**config.mk**
```make
export PLATFORM = sky130hd
export DESIGN_NAME = slc_top
export DESIGN_NICKNAME = d
export VERILOG_FILES = /design/src/rtl/slc_pkg.sv /design/src/rtl/slc_tick_gen.sv /design/src/rtl/slc_rx.sv /design/src/rtl/slc_tx.sv /design/src/rtl/slc_rx_fifo.sv /design/src/rtl/slc_top.sv
export SDC_FILE = /design/constraint.sdc
export NUM_CORES = 1
export LEC_CHECK = 0
export BUFFER_PORTS_ARGS = -buffer_cell sky130_fd_sc_hd__buf_2
export CAP_MARGIN = 20
export CORE_MARGIN = 1.5
export CORE_UTILIZATION = 62
export DETAILED_ROUTE_END_ITERATION = 8
export PLACE_DENSITY = 0.84
export SYNTH_ARGS = -nofsm -noshare
export SYNTH_HDL_FRONTEND = slang
export SYNTH_SLANG_ARGS = --single-unit
export TNS_END_PERCENT = 5
```
**constraint.sdc**
```tcl
create_clock -name clk -period 5.45 [get_ports clk]
set_input_delay 0.545 -clock clk [delete_from_list [all_inputs] [get_ports clk]]
set_output_delay 0.545 -clock clk [all_outputs]
set_load 0.02 [all_outputs]
```
**src/rtl/slc_pkg.sv**
```systemverilog
package slc_pkg;
  localparam logic [1:0] ADDR_RSTAT = 2'd0;
  localparam logic [1:0] ADDR_RDATA = 2'd1;
  localparam logic [1:0] ADDR_TSTAT = 2'd2;
  localparam logic [1:0] ADDR_TDATA = 2'd3;
  localparam int FLAG_BIT = 7;
  localparam int IE_BIT   = 6;
  localparam int OVS      = 16;

  typedef enum logic [2:0] {RX_IDLE, RX_START, RX_DATA, RX_STOP, RX_WAIT} rx_state_t;
  typedef enum logic {TX_IDLE, TX_SEND} tx_state_t;
endpackage

```
**src/rtl/slc_tick_gen.sv**
```systemverilog
module slc_tick_gen #(
  parameter int DIV = 2
) (
  input  logic clk,
  input  logic rst,
  output logic tick
);
  localparam int CW = (DIV > 1) ? $clog2(DIV) : 1;
  logic [CW-1:0] cnt_q;

  always_ff @(posedge clk) begin
    if (rst) begin
      cnt_q <= '0;
      tick  <= 1'b0;
    end else if (cnt_q == CW'(DIV - 1)) begin
      cnt_q <= '0;
      tick  <= 1'b1;
    end else begin
      cnt_q <= cnt_q + 1'b1;
      tick  <= 1'b0;
    end
  end
endmodule

```
**src/rtl/slc_rx.sv**
```systemverilog
module slc_rx
  import slc_pkg::*;
(
  input  logic       clk,
  input  logic       rst,
  input  logic       tick,
  input  logic       rxd,
  output logic [7:0] byte_o,
  output logic       valid_o
);
  logic       s1_q, s2_q;
  rx_state_t  st_q;
  logic [3:0] cnt_q;
  logic [2:0] idx_q;
  logic [7:0] sh_q;

  always_ff @(posedge clk) begin
    if (rst) begin
      s1_q <= 1'b1;
      s2_q <= 1'b1;
    end else begin
      s1_q <= rxd;
      s2_q <= s1_q;
    end
  end

  // R3 mid-bit sampling, R11 stop-bit validation
  always_ff @(posedge clk) begin
    if (rst) begin
      st_q    <= RX_IDLE;
      cnt_q   <= '0;
      idx_q   <= '0;
      sh_q    <= '0;
      byte_o  <= '0;
      valid_o <= 1'b0;
    end else begin
      valid_o <= 1'b0;
      if (tick) begin
        case (st_q)
          RX_IDLE: if (!s2_q) begin
            st_q  <= RX_START;
            cnt_q <= '0;
          end
          RX_START: begin
            if (cnt_q == 4'(OVS/2 - 1)) begin
              cnt_q <= '0;
              idx_q <= '0;
              st_q  <= s2_q ? RX_IDLE : RX_DATA;
            end else cnt_q <= cnt_q + 1'b1;
          end
          RX_DATA: begin
            if (cnt_q == 4'(OVS - 1)) begin
              cnt_q <= '0;
              sh_q  <= {s2_q, sh_q[7:1]};
              if (idx_q == 3'd7) st_q <= RX_STOP;
              else idx_q <= idx_q + 1'b1;
            end else cnt_q <= cnt_q + 1'b1;
          end
          RX_STOP: begin
            if (cnt_q == 4'(OVS - 1)) begin
              cnt_q <= '0;
              if (s2_q) begin
                byte_o  <= sh_q;
                valid_o <= 1'b1;
                st_q    <= RX_IDLE;
              end else st_q <= RX_WAIT;
            end else cnt_q <= cnt_q + 1'b1;
          end
          default: if (s2_q) st_q <= RX_IDLE;
        endcase
      end
    end
  end
endmodule

```
**src/rtl/slc_tx.sv**
```systemverilog
module slc_tx
  import slc_pkg::*;
(
  input  logic       clk,
  input  logic       rst,
  input  logic       tick,
  input  logic       load,
  input  logic [7:0] din,
  input  logic       cts_ok,
  output logic       txd,
  output logic       ready,
  output logic       done_pulse
);
  tx_state_t  st_q;
  logic       pend_q;
  logic [7:0] hold_q;
  logic [8:0] sh_q;
  logic [3:0] cnt_q;
  logic [3:0] bitn_q;

  // R4 frame generation, R10 start gated by cts_ok
  always_ff @(posedge clk) begin
    if (rst) begin
      st_q       <= TX_IDLE;
      pend_q     <= 1'b0;
      hold_q     <= '0;
      sh_q       <= '1;
      cnt_q      <= '0;
      bitn_q     <= '0;
      txd        <= 1'b1;
      ready      <= 1'b1;
      done_pulse <= 1'b0;
    end else begin
      done_pulse <= 1'b0;
      if (load && ready) begin
        hold_q <= din;
        pend_q <= 1'b1;
        ready  <= 1'b0;
      end
      if (tick) begin
        case (st_q)
          TX_IDLE: if (pend_q && cts_ok) begin
            sh_q   <= {1'b1, hold_q};
            txd    <= 1'b0;
            cnt_q  <= '0;
            bitn_q <= '0;
            pend_q <= 1'b0;
            st_q   <= TX_SEND;
          end
          default: begin
            if (cnt_q == 4'(OVS - 1)) begin
              cnt_q <= '0;
              if (bitn_q == 4'd9) begin
                st_q       <= TX_IDLE;
                ready      <= 1'b1;
                done_pulse <= 1'b1;
              end else begin
                txd    <= sh_q[0];
                sh_q   <= {1'b1, sh_q[8:1]};
                bitn_q <= bitn_q + 1'b1;
              end
            end else cnt_q <= cnt_q + 1'b1;
          end
        endcase
      end
    end
  end
endmodule

```
**src/rtl/slc_rx_fifo.sv**
```systemverilog
module slc_rx_fifo #(
  parameter int DEPTH = 8,
  parameter int W     = 8
) (
  input  logic                         clk,
  input  logic                         rst,
  input  logic                         push,
  input  logic [W-1:0]                 din,
  input  logic                         pop,
  output logic [W-1:0]                 head,
  output logic [$clog2(DEPTH+1)-1:0]   fill,
  output logic                         pushed
);
  localparam int AW = (DEPTH > 1) ? $clog2(DEPTH) : 1;
  localparam int FW = $clog2(DEPTH+1);

  logic [W-1:0]  mem [DEPTH];
  logic [AW-1:0] wptr_q, rptr_q;
  logic          do_pop;

  assign pushed = push && (fill != FW'(DEPTH));   // R8 drop when full
  assign do_pop = pop && (fill != '0);
  assign head   = mem[rptr_q];

  always_ff @(posedge clk) begin
    if (pushed) mem[wptr_q] <= din;
  end

  always_ff @(posedge clk) begin
    if (rst) begin
      wptr_q <= '0;
      rptr_q <= '0;
      fill   <= '0;
    end else begin
      if (pushed) wptr_q <= (wptr_q == AW'(DEPTH - 1)) ? '0 : wptr_q + 1'b1;
      if (do_pop) rptr_q <= (rptr_q == AW'(DEPTH - 1)) ? '0 : rptr_q + 1'b1;
      if (pushed && !do_pop)      fill <= fill + 1'b1;
      else if (do_pop && !pushed) fill <= fill - 1'b1;
    end
  end
endmodule

```
**src/rtl/slc_top.sv**
```systemverilog
module slc_top
  import slc_pkg::*;
#(
  parameter int CLK_HZ     = 50_000_000,
  parameter int BAUD       = 9600,
  parameter int FLOW_CTRL  = 0,
  parameter int FORCE_7BIT = 0,
  parameter int FIFO_DEPTH = 8
) (
  input  logic        clk,
  input  logic        rst,
  input  logic [1:0]  bus_addr,
  input  logic        bus_wr,
  input  logic        bus_rd,
  input  logic [15:0] bus_wdata,
  output logic [15:0] bus_rdata,
  output logic        rx_irq,
  input  logic        rx_irq_ack,
  output logic        tx_irq,
  input  logic        tx_irq_ack,
  input  logic        rxd,
  output logic        txd,
  output logic        rts,
  input  logic        cts
);
  localparam int DIV_RAW = CLK_HZ / (BAUD * OVS);
  localparam int DIV     = (DIV_RAW < 1) ? 1 : DIV_RAW;
  localparam int FILL_W  = $clog2(FIFO_DEPTH + 1);

  logic              tick;
  logic [7:0]        rx_byte, rx_byte_m, rx_head, tx_byte_m;
  logic              rx_valid, rx_event, rx_done;
  logic [FILL_W-1:0] rx_fill;
  logic              rd_rdata, wr_tdata;
  logic              tx_ready, tx_event;
  logic              cts_s1, cts_s;
  logic              rx_ie_q, tx_ie_q;
  logic              rx_arm_q, tx_arm_q, rx_arm_d, tx_arm_d;
  logic [15:0]       rd_mux;
  logic              unused_hi;

  assign unused_hi = &bus_wdata[15:8];
  assign rd_rdata  = bus_rd && (bus_addr == ADDR_RDATA);
  assign wr_tdata  = bus_wr && (bus_addr == ADDR_TDATA);

  // R6 strict 7-bit in both directions
  assign rx_byte_m = (FORCE_7BIT != 0) ? {1'b0, rx_byte[6:0]} : rx_byte;
  assign tx_byte_m = (FORCE_7BIT != 0) ? {1'b0, bus_wdata[6:0]} : bus_wdata[7:0];

  slc_tick_gen #(.DIV(DIV)) u_tick (.clk(clk), .rst(rst), .tick(tick));

  slc_rx u_rx (.clk(clk), .rst(rst), .tick(tick), .rxd(rxd),
               .byte_o(rx_byte), .valid_o(rx_valid));

  always_ff @(posedge clk) begin
    if (rst) begin
      cts_s1 <= 1'b0;
      cts_s  <= 1'b0;
    end else begin
      cts_s1 <= cts;
      cts_s  <= cts_s1;
    end
  end

  slc_tx u_tx (.clk(clk), .rst(rst), .tick(tick), .load(wr_tdata), .din(tx_byte_m),
               .cts_ok((FLOW_CTRL != 0) ? cts_s : 1'b1), .txd(txd),
               .ready(tx_ready), .done_pulse(tx_event));

  generate
    if (FLOW_CTRL != 0) begin : g_flow
      logic rts_q;
      slc_rx_fifo #(.DEPTH(FIFO_DEPTH), .W(8)) u_fifo (
        .clk(clk), .rst(rst), .push(rx_valid), .din(rx_byte_m), .pop(rd_rdata),
        .head(rx_head), .fill(rx_fill), .pushed(rx_event));
      // R9 rts low once two or fewer entries are free
      always_ff @(posedge clk) begin
        if (rst) rts_q <= 1'b1;
        else     rts_q <= (rx_fill < FILL_W'(FIFO_DEPTH - 2));
      end
      assign rts = rts_q;
    end else begin : g_single
      logic [7:0] hold_q;
      logic       full_q;
      // R7 single holding register, newest byte wins
      always_ff @(posedge clk) begin
        if (rst) begin
          hold_q <= '0;
          full_q <= 1'b0;
        end else if (rx_valid) begin
          hold_q <= rx_byte_m;
          full_q <= 1'b1;
        end else if (rd_rdata) begin
          full_q <= 1'b0;
        end
      end
      assign rx_head  = hold_q;
      assign rx_fill  = FILL_W'(full_q);
      assign rx_event = rx_valid;
      assign rts      = 1'b1;
    end
  endgenerate

  assign rx_done = (rx_fill != '0);

  // R2 register read mux
  always_comb begin
    rd_mux = '0;
    case (bus_addr)
      ADDR_RSTAT: begin
        rd_mux[FLAG_BIT] = rx_done;
        rd_mux[IE_BIT]   = rx_ie_q;
      end
      ADDR_RDATA: rd_mux[7:0] = rx_done ? rx_head : 8'h00;
      ADDR_TSTAT: begin
        rd_mux[FLAG_BIT] = tx_ready;
        rd_mux[IE_BIT]   = tx_ie_q;
      end
      default: rd_mux = '0;
    endcase
  end

  // R5 per-event arm, cleared by acknowledge
  assign rx_arm_d = rx_event ? 1'b1 : (rx_irq_ack ? 1'b0 : rx_arm_q);
  assign tx_arm_d = tx_event ? 1'b1 : (tx_irq_ack ? 1'b0 : tx_arm_q);

  always_ff @(posedge clk) begin
    if (rst) begin
      bus_rdata <= '0;
      rx_ie_q   <= 1'b0;
      tx_ie_q   <= 1'b0;
      rx_arm_q  <= 1'b0;
      tx_arm_q  <= 1'b0;
      rx_irq    <= 1'b0;
      tx_irq    <= 1'b0;
    end else begin
      if (bus_rd) bus_rdata <= rd_mux;
      if (bus_wr && bus_addr == ADDR_RSTAT) rx_ie_q <= bus_wdata[IE_BIT];
      if (bus_wr && bus_addr == ADDR_TSTAT) tx_ie_q <= bus_wdata[IE_BIT];
      rx_arm_q <= rx_arm_d;
      tx_arm_q <= tx_arm_d;
      rx_irq   <= rx_arm_d && rx_ie_q && rx_done;
      tx_irq   <= tx_arm_d && tx_ie_q && tx_ready;
    end
  end
endmodule

```
==> impl_metrics.prom, run 1 <==
# TYPE chip_impl_metric gauge
chip_impl_metric{name="netlist_area",unit="um2"} 3880
chip_impl_info{name="netlist.top_cell.by_area",value="dfxtp_1"} 1
chip_impl_metric{name="num_io_pins",unit=""} 46
chip_impl_metric{name="synth_edf_count",unit=""} 0
chip_impl_metric{name="post_synth_xor_area_fraction",unit="%"} 1.58
chip_impl_metric{name="mux_share_of_post_synthesis_cell_area",unit="%"} 9.39
chip_impl_metric{name="dp_worst_setup_slack",unit="ps"} 3140
chip_impl_info{name="status",value="complete, no violations"} 1
chip_impl_metric{name="synth_simple_gate_area_share",unit="%"} 22.4
chip_impl_info{name="rsz0062_at_grt",value="no"} 1
chip_impl_metric{name="remaining_drc_errors",unit=""} 0
chip_impl_metric{name="power.density_cell_area",unit="nW/um2"} 293
chip_impl_metric{name="vias_per_cell",unit=""} 5.63
chip_impl_metric{name="wire_length_of_the_first_global_routing_pass",unit="um"} 11400
chip_impl_metric{name="fin_crit",unit="ps"} 2350
chip_impl_info{name="worstSetupStartpointType",value="flip-flop"} 1
chip_impl_metric{name="finalSetupViolCount",unit=""} 0
chip_impl_metric{name="drt_first_pass_iters",unit=""} 4
chip_impl_metric{name="post_synth_inst_count",unit=""} 428
chip_impl_metric{name="synth.top_cell.area_share",unit="%"} 47.0
chip_impl_metric{name="fin_hold_viols",unit=""} 0
chip_impl_info{name="commonest_cells_post_synth",value="91 x dfxtp_1, 67 x nor2_1, 35 x nand2_1, 33 x mux2i_1, 27 x a21oi_1"} 1
chip_impl_metric{name="compound_gate_fraction_of_synth_area",unit="%"} 11.4
chip_impl_metric{name="groute.usage.overall",unit="%"} 21.7
chip_impl_metric{name="final.fill_count",unit=""} 462
chip_impl_metric{name="critPathRequiredTime",unit="ps"} 5720
chip_impl_metric{name="clk-insertion-delay-late",unit="ps"} 350
chip_impl_metric{name="antenna_left",unit=""} 0
chip_impl_metric{name="yosysSeqAreaShare",unit="%"} 47.0
chip_impl_metric{name="cts_num_sinks",unit=""} 91
chip_impl_info{name="tritoncts",value="yes"} 1
chip_impl_metric{name="antenna_found_initial",unit=""} 0
chip_impl_metric{name="slew_viol_final",unit=""} 0
chip_impl_metric{name="routed-via-count",unit=""} 2940
chip_impl_info{name="cts_root_buf",value="clkbuf_8"} 1
chip_impl_metric{name="final_cell_area",unit="um2"} 4190
chip_impl_metric{name="growth_of_design_area_from_synthesis_to_finish",unit="%"} 7.94
chip_impl_metric{name="cts_h_tree_depth",unit=""} 3
chip_impl_metric{name="leakage",unit="nW"} 1.56
chip_impl_metric{name="grt_pass1_vias",unit=""} 2670
chip_impl_metric{name="timing_worst_slew_pin_value",unit="ps"} 761
chip_impl_metric{name="post_cts_resize_count",unit=""} 0
chip_impl_metric{name="floorplan.initialDensity",unit="%"} 64.7
chip_impl_metric{name="setup_slack",unit="ps"} 3100
chip_impl_metric{name="mean_cell_area_of_the_mapped_netlist",unit="um2"} 9.06
chip_impl_info{name="synth-main-ff-cell",value="dfxtp_1"} 1
chip_impl_metric{name="placement.cell_area",unit="um2"} 3970
chip_impl_metric{name="fin_skew",unit="ps"} 5.94
chip_impl_metric{name="post_cts_hold_buffer_count",unit=""} 0
chip_impl_metric{name="synth-seq-cells",unit=""} 91
chip_impl_metric{name="async_flop_share",unit="%"} 0
chip_impl_metric{name="final.setup.tns",unit="ps"} 0
chip_impl_metric{name="overflow",unit=""} 0
chip_impl_metric{name="yosysWarnings",unit=""} 0
chip_impl_metric{name="n_antenna_cell",unit=""} 0
chip_impl_metric{name="number_of_rows_created_at_floorplan",unit=""} 28
chip_impl_metric{name="drt-initial-drc-count",unit=""} 151
chip_impl_metric{name="die-area",unit="um2"} 6740
chip_impl_metric{name="core",unit="um2"} 5990
chip_impl_metric{name="slew-limit-headroom",unit="%"} 49.2
chip_impl_metric{name="die_w",unit="um"} 82.1
chip_impl_metric{name="globalplace.congestion",unit=""} 0.828
chip_impl_metric{name="postRouteWirelength",unit="um"} 7030
chip_impl_info{name="hp-class",value="input port to flip-flop"} 1
chip_impl_info{name="synth_area_leaders",value="dfxtp_1 47%, mux2i_1 8.5%, nor2_1 6.5%"} 1
chip_impl_metric{name="achievable-frequency",unit="GHz"} 0.426
chip_impl_metric{name="die_y",unit="um"} 82.1
chip_impl_metric{name="hpwl_reported_at_the_end_of_detailed_placement",unit="um"} 4500
chip_impl_metric{name="worst-path-max-fanout",unit=""} 20
chip_impl_metric{name="worstPathArrival",unit="ps"} 2620
chip_impl_metric{name="drive_above_1_share",unit="%"} 11.9
chip_impl_metric{name="timing.max_cap.violations",unit=""} 0
chip_impl_info{name="synth_most_common_cell",value="dfxtp_1"} 1
chip_impl_metric{name="cts_setup_buffers",unit=""} 0
chip_impl_info{name="main_combinational_cell_family_by_area_after_synthesis",value="simple AND/OR/NAND/NOR gates"} 1
chip_impl_info{name="critical_path.endpoint_type",value="flip-flop"} 1
chip_impl_metric{name="final_net_count",unit=""} 477
chip_impl_metric{name="portBuffers",unit=""} 27
chip_impl_metric{name="yosys.area_share.adder",unit="%"} 2.58
chip_impl_metric{name="ctsLongestPathBuffers",unit=""} 2
chip_impl_metric{name="synth.lib_cells_used.distinct",unit=""} 56
chip_impl_metric{name="routed_wire_per_std_cell",unit="um"} 13.5
chip_impl_metric{name="layout_worst_path_cycle_share",unit="%"} 43.1
chip_impl_metric{name="grt_max_degree",unit=""} 44
chip_impl_info{name="timing_worst_setup_path_type",value="flip-flop to flip-flop"} 1
chip_impl_metric{name="numCtsBuffers",unit=""} 9
chip_impl_metric{name="vdd.ir_drop.worst",unit="V"} 0.000202
chip_impl_metric{name="clk_pin_slew",unit="ps"} 80
## final cells by class
| cell class | count | area [um2] | area share [%] |
|---|---|---|---|
| clock buffer | 11 | 141 | 3.38 |
| clock inverter | 4 | 73.8 | 1.76 |
| inverter | 11 | 41.3 | 0.987 |
| multi-input combinational | 302 | 1870 | 44.7 |
| sequential | 91 | 1820 | 43.5 |
| tap | 75 | 93.8 | 2.24 |
| timing repair buffer | 28 | 143 | 3.41 |
## placed cells by master, fill, tap and decap left out, types with 3 or more instances in the layout
| cell | Yosys | final |
|---|---|---|
| nor2_1 | 67 | 67 |
| mux2i_1 | 33 | 33 |
| nand2_1 | 35 | 35 |
| conb_1 | 2 | 9 |
| a211oi_1 | 3 | 3 |
| buf_2 | 4 | 27 |
| nor2b_1 | 16 | 16 |
| a31oi_1 | 5 | 5 |
| clkbuf_8 | 0 | 10 |
| dfxtp_1 | 91 | 91 |
| ha_1 | 8 | 8 |
| nor3_1 | 3 | 3 |
| mux2_2 | 3 | 3 |
| a211o_1 | 10 | 10 |
| nand4_1 | 4 | 4 |
| inv_1 | 11 | 11 |
| or4_1 | 3 | 3 |
| o21ai_0 | 6 | 6 |
| xor2_1 | 6 | 6 |
| and3_1 | 5 | 5 |
| a21oi_1 | 27 | 27 |
| nand3_1 | 14 | 14 |
| or3_1 | 3 | 3 |
| a32oi_1 | 3 | 3 |
## power by group
| group | switching (mW) | total [mW] | internal [mW] |
|---|---|---|---|
| registers | 0.00890 | 0.681 | 0.672 |
| logic | 0.0345 | 0.0521 | 0.0176 |
| clock network | 0.225 | 0.495 | 0.270 |
## layer usage
layer | wire, um | share of wire [%] | GRT usage, % | up-vias
met2 | 3560 | 51 | 38.9 | 54
met3 | 226 | 3.2 | 6.11 | 3
met4 | 30 | 0.43 | 5.76 | 0
met5 | 0 | 0 | 0 | -
met1 | 3210 | 46 | 25.3 | 1396
li1 | - | - | - | 1487
## per-stage QoR
step           total power [mW]  hold slack [ps]  std cells  util (%)
2_1_floorplan             0.738              389        435         -
3_3_place_gp              0.746              392        507      66.3
3_5_place_dp              0.748              393        507      66.3
4_1_cts                    1.23              362        522      69.9
5_1_grt                    1.27              366        522      69.9
6_report                   1.23              375        522      69.9
## cell families (layout without fill, tap and decap cells)
logic type,count (synthesis),in the layout
buffers and inverters,42,54
DFF,91,91
xor gates and xnor gates,7,7
muxes,36,36
other,2,9
and+or+nand+nor,174,174
AOI/OAI and AO/OA,68,68
adders and majority gates,8,8
## worst max-delay path: stages, from the launching register on
cell and delay, ps:
dfxtp_1 820, o21ai_1 340, a211o_1 520, or3_1 420
a21boi_0 170
## final timing paths
check / slack (ps) / to / from / cells past startpoint
setup / recovery: 3100 / u_tx.bitn_q[3]$_SDFFE_PP0P_ / u_tx.st_q$_SDFFE_PP0P_ / 4
hold / removal: 380 / u_rx.s1_q$_SDFF_PP1_ / rxd / 2
setup reg to reg: 3100 / u_tx.bitn_q[3]$_SDFFE_PP0P_ / u_tx.st_q$_SDFFE_PP0P_ / 4
hold reg to reg: 410 / u_rx.s2_q$_SDFF_PP1_ / u_rx.s1_q$_SDFF_PP1_ / 1
## sequential cells by signal, summed over array words and instances, names as in the netlist, 3 cells and up
name	cells
bus_rdata	8
g_single.hold_q	8
u_rx.byte_o	8
u_rx.cnt_q	4
u_rx.idx_q	3
u_rx.sh_q	8
u_rx.st_q	3
u_tick.cnt_q	9
u_tx.bitn_q	4
u_tx.cnt_q	4
u_tx.hold_q	8
u_tx.sh_q	8
Note: power is estimated with default switching activity, not from simulation.
==> run 2, diff against run 1 <==
- CORE_UTILIZATION: 62 -> 57
- PLACE_DENSITY: 0.84 -> 0.78
- clock period: 5.45 -> 2.4 ns (I/O delays scaled with it)
==> run 2 against run 1 <==
  * The run now ends with design-rule violations left
  * Power is 130% higher
  * Worst setup slack worse by 2700 ps
  * Sequential share of layout area is 0.41 points lower
  * Critical path type unchanged
  * Largest power group unchanged
==> impl_metrics.prom, run 2 (synthesized netlist as in run 1, its figures left out) <==
# TYPE chip_impl_metric gauge
chip_impl_info{name="status",value="finished with violations"} 1
chip_impl_info{name="violations",value="design-rule violations"} 1
chip_impl_metric{name="vias_per_cell",unit=""} 5.62
chip_impl_metric{name="critPathRequiredTime",unit="ps"} 2680
chip_impl_metric{name="crit_buf_inv",unit=""} 0
chip_impl_info{name="rsz0062_at_grt",value="no"} 1
chip_impl_metric{name="clk_pin_slew",unit="ps"} 80
chip_impl_metric{name="cts_num_sinks",unit=""} 91
chip_impl_info{name="crit_top_cell",value="ha_1"} 1
chip_impl_metric{name="remaining_drc_errors",unit=""} 2
chip_impl_info{name="worstSetupStartpointType",value="flip-flop"} 1
chip_impl_metric{name="slew_viol_final",unit=""} 0
chip_impl_metric{name="slew-limit-headroom",unit="%"} 57.3
chip_impl_metric{name="multiInputGateArea",unit="um2"} 1870
chip_impl_info{name="hp-class",value="input port to flip-flop"} 1
chip_impl_metric{name="fin_skew",unit="ps"} 9.95
chip_impl_info{name="critPathTopFamily",value="simple AND/OR/NAND/NOR gates"} 1
chip_impl_info{name="tritoncts",value="yes"} 1
chip_impl_metric{name="timing.max_cap.violations",unit=""} 0
chip_impl_metric{name="final.fill_count",unit=""} 535
chip_impl_metric{name="die_y",unit="um"} 85.5
chip_impl_metric{name="globalplace.congestion",unit=""} 0.833
chip_impl_metric{name="postRouteWirelength",unit="um"} 6960
chip_impl_metric{name="worstPathArrival",unit="ps"} 2250
chip_impl_metric{name="groute.usage.overall",unit="%"} 20.1
chip_impl_metric{name="post_cts_resize_count",unit=""} 0
chip_impl_metric{name="overflow",unit=""} 0
chip_impl_metric{name="grt_max_degree",unit=""} 28
chip_impl_info{name="final_cell_mix",value="91 x dfxtp_1, 67 x nor2_1, 35 x nand2_1, 33 x mux2i_1"} 1
chip_impl_metric{name="hpwl_reported_at_the_end_of_detailed_placement",unit="um"} 4850
chip_impl_metric{name="grt_pass1_vias",unit=""} 2759
chip_impl_info{name="registers.top_by_ff_count",value="u_tick.cnt_q"} 1
chip_impl_metric{name="antenna_found_initial",unit=""} 0
chip_impl_metric{name="final_net_count",unit=""} 482
chip_impl_metric{name="final.setup.tns",unit="ps"} 0
chip_impl_metric{name="leakage",unit="nW"} 1.59
chip_impl_metric{name="achievable-frequency",unit="GHz"} 0.508
chip_impl_info{name="timing_worst_setup_path_type",value="flip-flop to flip-flop"} 1
chip_impl_metric{name="numCtsBuffers",unit=""} 9
chip_impl_metric{name="wire_length_of_the_first_global_routing_pass",unit="um"} 11900
chip_impl_metric{name="num_io_pins",unit=""} 46
chip_impl_metric{name="layout_worst_path_cycle_share",unit="%"} 82.0
chip_impl_metric{name="fin_crit",unit="ps"} 1970
chip_impl_metric{name="worst-path-max-fanout",unit=""} 4
chip_impl_metric{name="drive_above_1_share",unit="%"} 12.8
chip_impl_metric{name="setup_slack",unit="ps"} 432
chip_impl_metric{name="antenna_left",unit=""} 0
chip_impl_metric{name="routed-via-count",unit=""} 2975
chip_impl_metric{name="ctsLongestPathBuffers",unit=""} 2
chip_impl_metric{name="core",unit="um2"} 6460
chip_impl_info{name="cp_cell_sequence",value="ha_1 > ha_1 > nor4bb_1 > o21ai_0 > or3_1 > a21oi_1"} 1
chip_impl_metric{name="post_cts_hold_buffer_count",unit=""} 0
chip_impl_metric{name="die-area",unit="um2"} 7310
chip_impl_metric{name="routed_wire_per_std_cell",unit="um"} 13.2
chip_impl_metric{name="cts_setup_buffers",unit=""} 0
chip_impl_info{name="critPathSlowestCell",value="nor4bb_1"} 1
chip_impl_metric{name="n_antenna_cell",unit=""} 0
chip_impl_metric{name="clk-insertion-delay-late",unit="ps"} 350
chip_impl_metric{name="vdd.ir_drop.worst",unit="V"} 0.000427
chip_impl_metric{name="power.density_cell_area",unit="nW/um2"} 658
chip_impl_metric{name="number_of_rows_created_at_floorplan",unit=""} 29
chip_impl_metric{name="drt_first_pass_iters",unit=""} 6
chip_impl_info{name="critical_path.endpoint_type",value="flip-flop"} 1
chip_impl_info{name="cts_root_buf",value="clkbuf_8"} 1
chip_impl_metric{name="cts_h_tree_depth",unit=""} 3
chip_impl_metric{name="dp_worst_setup_slack",unit="ps"} 449
chip_impl_metric{name="critical_path.max_stage_delay",unit="ps"} 430
chip_impl_metric{name="timing_worst_slew_pin_value",unit="ps"} 638
chip_impl_metric{name="die_w",unit="um"} 85.5
chip_impl_metric{name="seqCellArea",unit="um2"} 1820
chip_impl_metric{name="largest_register_ff_count",unit=""} 9
chip_impl_metric{name="portBuffers",unit=""} 27
chip_impl_metric{name="finalSetupViolCount",unit=""} 0
chip_impl_info{name="leading_cell_type_in_the_layout_fill_and_taps_excluded",value="dfxtp_1"} 1
chip_impl_metric{name="floorplan.initialDensity",unit="%"} 60.0
chip_impl_metric{name="growth_of_design_area_from_synthesis_to_finish",unit="%"} 8.97
chip_impl_metric{name="drt-initial-drc-count",unit=""} 163
chip_impl_metric{name="fin_hold_viols",unit=""} 0
[run 2: cell types whose count changed in the layout (fill, tap and decap cells not counted)]
cell / previous run / this run
buf_4: 1 / 6
[run 2: per-layer routing]
layer	global-route usage, %	part of all wire [%]	vias to the layer above	wire [um]
met4	6.45	1.1	0	75
met1	24.0	45	1421	3130
met3	5.25	3.4	11	238
met2	35.1	51	49	3520
met5	0	0	-	0
li1	-	-	1494	-
[run 2: worst paths after layout]
| check | from | endpoint | slack (ps) | depth (start not counted) |
|---|---|---|---|---|
| min reg2reg | u_rx.s1_q$_SDFF_PP1_ | u_rx.s2_q$_SDFF_PP1_ | 420 | 1 |
| max | u_rx.idx_q[0]$_SDFFE_PP0P_ | u_rx.idx_q[0]$_SDFFE_PP0P_ | 430 | 6 |
| min | rxd | u_rx.s1_q$_SDFF_PP1_ | 80 | 2 |
| max reg2reg | u_rx.idx_q[0]$_SDFFE_PP0P_ | u_rx.idx_q[0]$_SDFFE_PP0P_ | 430 | 6 |
[run 2: report_power, final]
part           total [mW]  switching [mW]  leakage [nW]  internal, mW
Clock                1.11           0.503         0.110         0.612
Combinational       0.121          0.0785         0.741        0.0423
Sequential           1.55          0.0200         0.736          1.53
[run 2: layout make-up]
type                            instances  share of cell area, %
Clock buffer                           11                   3.35
Multi-Input combinational cell        302                   44.3
Inverter                               11                  0.977
Sequential cell                        91                   43.1
Tap cell                               77                   2.28
Timing Repair Buffer                   33                   4.26
Clock inverter                          4                   1.75
[run 2: worst reg2reg max path: stages (launching register included)]
cell	delay [ps]
dfxtp_1	330
ha_1	190
ha_1	210
nor4bb_1	430
o21ai_0	270
or3_1	350
a21oi_1	120
[run 2: through the flow]
step                instance area [um2]  hold slack (ps)  cells  power [mW]  util [%]
floorplan                          3900              344    435        1.68         -
detailed placement                 4010              402    514        1.70      62.1
global route                       4230             56.8    529        2.88      65.4
global placement                   4010              397    514        1.70      62.1
CTS                                4230             64.3    529        2.80      65.4
finish                             4230             76.4    529        2.78      65.4
==> run 3, diff against run 2 <==
- CORE_UTILIZATION: 57 -> 52
- PLACE_DENSITY: 0.78 -> 0.75
- clock period: 2.4 -> 1.6 ns (I/O delays scaled with it)
==> run 3 against run 2 <==
  * The flow finishes with violations (negative setup slack)
  * Via count increased by 4.1%
  * Flip-flop and latch count did not move
  * Sequential share of layout area down 3.5 points
  * Largest cell class unchanged
==> impl_metrics.prom, run 3 (synthesized netlist as in run 1, its figures left out) <==
# TYPE chip_impl_metric gauge
chip_impl_metric{name="p_sw_share",unit="%"} 24.2
chip_impl_metric{name="cts_h_tree_depth",unit=""} 3
chip_impl_info{name="timing_worst_setup_path_type",value="flip-flop to flip-flop"} 1
chip_impl_metric{name="ctsLongestPathBuffers",unit=""} 2
chip_impl_metric{name="gr_layer_usage_met2",unit="%"} 35.1
chip_impl_info{name="rsz0062_at_grt",value="yes"} 1
chip_impl_metric{name="routed_wire_per_std_cell",unit="um"} 12.7
chip_impl_metric{name="achievable-frequency",unit="GHz"} 0.618
chip_impl_info{name="violations",value="negative setup slack"} 1
chip_impl_metric{name="postRouteWirelength",unit="um"} 7490
chip_impl_metric{name="numCtsBuffers",unit=""} 9
chip_impl_info{name="leading_cell_type_in_the_layout_fill_and_taps_excluded",value="dfxtp_1"} 1
chip_impl_metric{name="grt_util_met1",unit="%"} 24.4
chip_impl_metric{name="antenna_left",unit=""} 0
chip_impl_metric{name="wire_length_of_the_first_global_routing_pass",unit="um"} 12400
chip_impl_metric{name="slew_viol_final",unit=""} 0
chip_impl_metric{name="clk_pin_slew",unit="ps"} 100
chip_impl_metric{name="portBuffers",unit=""} 27
chip_impl_metric{name="critPathRequiredTime",unit="ps"} 1880
chip_impl_metric{name="final_net_count",unit=""} 519
chip_impl_metric{name="fin_hold_viols",unit=""} 0
chip_impl_metric{name="setup_slack",unit="ps"} -18.8
chip_impl_metric{name="power.net_switching",unit="mW"} 0.991
chip_impl_metric{name="drive_above_1_share",unit="%"} 22.3
chip_impl_metric{name="slew-limit-headroom",unit="%"} 61.3
chip_impl_metric{name="fin_skew",unit="ps"} 15.6
chip_impl_info{name="tritoncts",value="yes"} 1
chip_impl_metric{name="finalSetupViolCount",unit=""} 2
chip_impl_info{name="critPathTopFamily",value="simple AND/OR/NAND/NOR gates"} 1
chip_impl_metric{name="largest_register_ff_count",unit=""} 9
chip_impl_metric{name="vdd.ir_drop.worst",unit="V"} 0.000640
chip_impl_metric{name="power.density_cell_area",unit="nW/um2"} 886
chip_impl_metric{name="post-layout-total-power",unit="mW"} 4.09
chip_impl_info{name="worstSetupStartpointType",value="flip-flop"} 1
chip_impl_metric{name="drt_first_pass_iters",unit=""} 4
chip_impl_metric{name="n_antenna_cell",unit=""} 0
chip_impl_metric{name="comb_power_share",unit="%"} 5.1
chip_impl_metric{name="p_int",unit="mW"} 3.10
chip_impl_metric{name="fin_crit",unit="ps"} 1620
chip_impl_info{name="critical_path.endpoint_type",value="flip-flop"} 1
chip_impl_metric{name="cts_num_sinks",unit=""} 91
chip_impl_info{name="status",value="finished with violations"} 1
chip_impl_metric{name="clk-insertion-delay-late",unit="ps"} 360
chip_impl_metric{name="timing.max_cap.violations",unit=""} 0
chip_impl_metric{name="grt_max_degree",unit=""} 23
chip_impl_metric{name="drt-initial-drc-count",unit=""} 159
chip_impl_metric{name="die-area",unit="um2"} 7980
chip_impl_metric{name="dp.cells",unit=""} 570
chip_impl_metric{name="die_w",unit="um"} 89.4
chip_impl_metric{name="critical_path.max_stage_delay",unit="ps"} 460
chip_impl_info{name="cts_root_buf",value="clkbuf_8"} 1
chip_impl_metric{name="antenna_found_initial",unit=""} 0
chip_impl_info{name="final_cell_mix",value="87 x dfxtp_1, 67 x nor2_1, 38 x buf_4, 35 x nand2_1, 33 x mux2i_1"} 1
chip_impl_metric{name="crit_buf_inv",unit=""} 1
chip_impl_metric{name="rrSetupSlack",unit="ps"} -20
chip_impl_metric{name="timing_worst_slew_pin_value",unit="ps"} 580
chip_impl_metric{name="remaining_drc_errors",unit=""} 0
chip_impl_metric{name="num_io_pins",unit=""} 46
chip_impl_info{name="registers.top_by_ff_count",value="u_tick.cnt_q"} 1
chip_impl_metric{name="floorplan.initialDensity",unit="%"} 53.7
chip_impl_metric{name="worst-path-max-fanout",unit=""} 3
chip_impl_metric{name="leakage",unit="nW"} 1.76
chip_impl_metric{name="groute.usage.overall",unit="%"} 20.1
chip_impl_metric{name="growth_of_design_area_from_synthesis_to_finish",unit="%"} 19.0
chip_impl_metric{name="hpwl_reported_at_the_end_of_detailed_placement",unit="um"} 5320
chip_impl_metric{name="globalplace.congestion",unit=""} 0.874
chip_impl_metric{name="overflow",unit=""} 0
chip_impl_metric{name="worstPathArrival",unit="ps"} 1900
chip_impl_info{name="busiest_layer",value="met2"} 1
chip_impl_info{name="cp_cell_sequence",value="inv_2 > ha_4 > and4b_1 > or2_4 > or4_1 > a31oi_1"} 1
chip_impl_metric{name="final.setup.tns",unit="ps"} -31.0
chip_impl_info{name="critPathSlowestCell",value="or4_1"} 1
chip_impl_metric{name="layout_worst_path_cycle_share",unit="%"} 101
chip_impl_metric{name="core",unit="um2"} 7210
chip_impl_metric{name="seq_power_share",unit="%"} 56.5
chip_impl_metric{name="final.fill_count",unit=""} 639
chip_impl_metric{name="grt_pass1_vias",unit=""} 2845
chip_impl_metric{name="grt.met3_usage",unit="%"} 4.89
chip_impl_metric{name="number_of_rows_created_at_floorplan",unit=""} 31
chip_impl_info{name="hp-class",value="input port to flip-flop"} 1
chip_impl_metric{name="final_cells",unit=""} 588
chip_impl_metric{name="routed-via-count",unit=""} 3098
chip_impl_metric{name="pwr-share-clk",unit="%"} 38.4
chip_impl_metric{name="vias_per_cell",unit=""} 5.27
chip_impl_metric{name="die_y",unit="um"} 89.4
chip_impl_metric{name="postLayoutCoreUtil",unit="%"} 64.0
==> run 3: changes by cell type in the layout (fill, tap and decap cells not counted), moves of 2 or more <==
| cell | previous run | this run |
|---|---|---|
| buf_4 | 6 | 38 |
| dfxtp_1 | 91 | 87 |
| ha_1 | 8 | 4 |
| buf_6 | 0 | 3 |
| dfxtp_2 | 0 | 3 |
| clkinvlp_4 | 0 | 2 |
| ha_2 | 0 | 2 |
| ha_4 | 0 | 2 |
==> run 3: power groups by stage <==
stage	Combinational (mW)	Sequential [mW]	Clock (mW)
floorplan	0.154	2.36	0
global placement	0.200	2.36	0
detailed placement	0.204	2.36	0
CTS	0.209	2.31	1.59
global route	0.236	2.31	1.69
finish	0.210	2.31	1.57
==> run 3: area by class of cell <==
type | count | area [um2] | share of cell area (%)
sequential | 91 | 1830 | 39.6
clock buffer | 9 | 124 | 2.68
multi-input combinational | 302 | 1940 | 42.0
timing repair buffer | 70 | 484 | 10.5
inverter | 11 | 41.3 | 0.895
tap | 99 | 124 | 2.68
clock inverter | 6 | 73.8 | 1.60
==> run 3: worst paths after layout <==
kind,start,to,depth (start not counted)
max,u_tx.bitn_q[1]$_SDFFE_PP0P_,u_tx.bitn_q[1]$_SDFFE_PP0P_,6
min,bus_wdata[2],u_tx.hold_q[2]$_SDFFE_PP0P_,3
max reg2reg,u_tx.bitn_q[1]$_SDFFE_PP0P_,u_tx.bitn_q[1]$_SDFFE_PP0P_,6
min reg2reg,u_rx.s1_q$_SDFF_PP1_,u_rx.s2_q$_SDFF_PP1_,1
==> run 3: what timing repair did <==
action	CTS	global route
gates resized for setup	9	9
setup endpoints to repair	31	39
endpoints found under the hold margin	1	0
buffers inserted	1	1
pin swaps	4	5
hold buffers	1	0
==> run 3: routing by layer <==
layer,vias up,routed length (um)
li1,1581,-
met1,1455,3420
met2,55,3720
met3,7,267
met4,0,76
met5,-,0
==> run 3: tightest hold or removal path: stages <==
cell and delay, ps:
buf_2 90, nand2_1 40, a21oi_1 50
==> run 3: per-stage QoR <==
step | hold slack [ps] | setup slack (ps) | instance area (um2)
2_1_floorplan | 264 | -48.7 | 3930
3_3_place_gp | 346 | -32.2 | 4320
3_5_place_dp | 349 | -88.2 | 4320
4_1_cts | 14.5 | -42.0 | 4570
5_1_grt | 37.3 | -96.4 | 4620
6_report | 21.8 | -18.8 | 4620
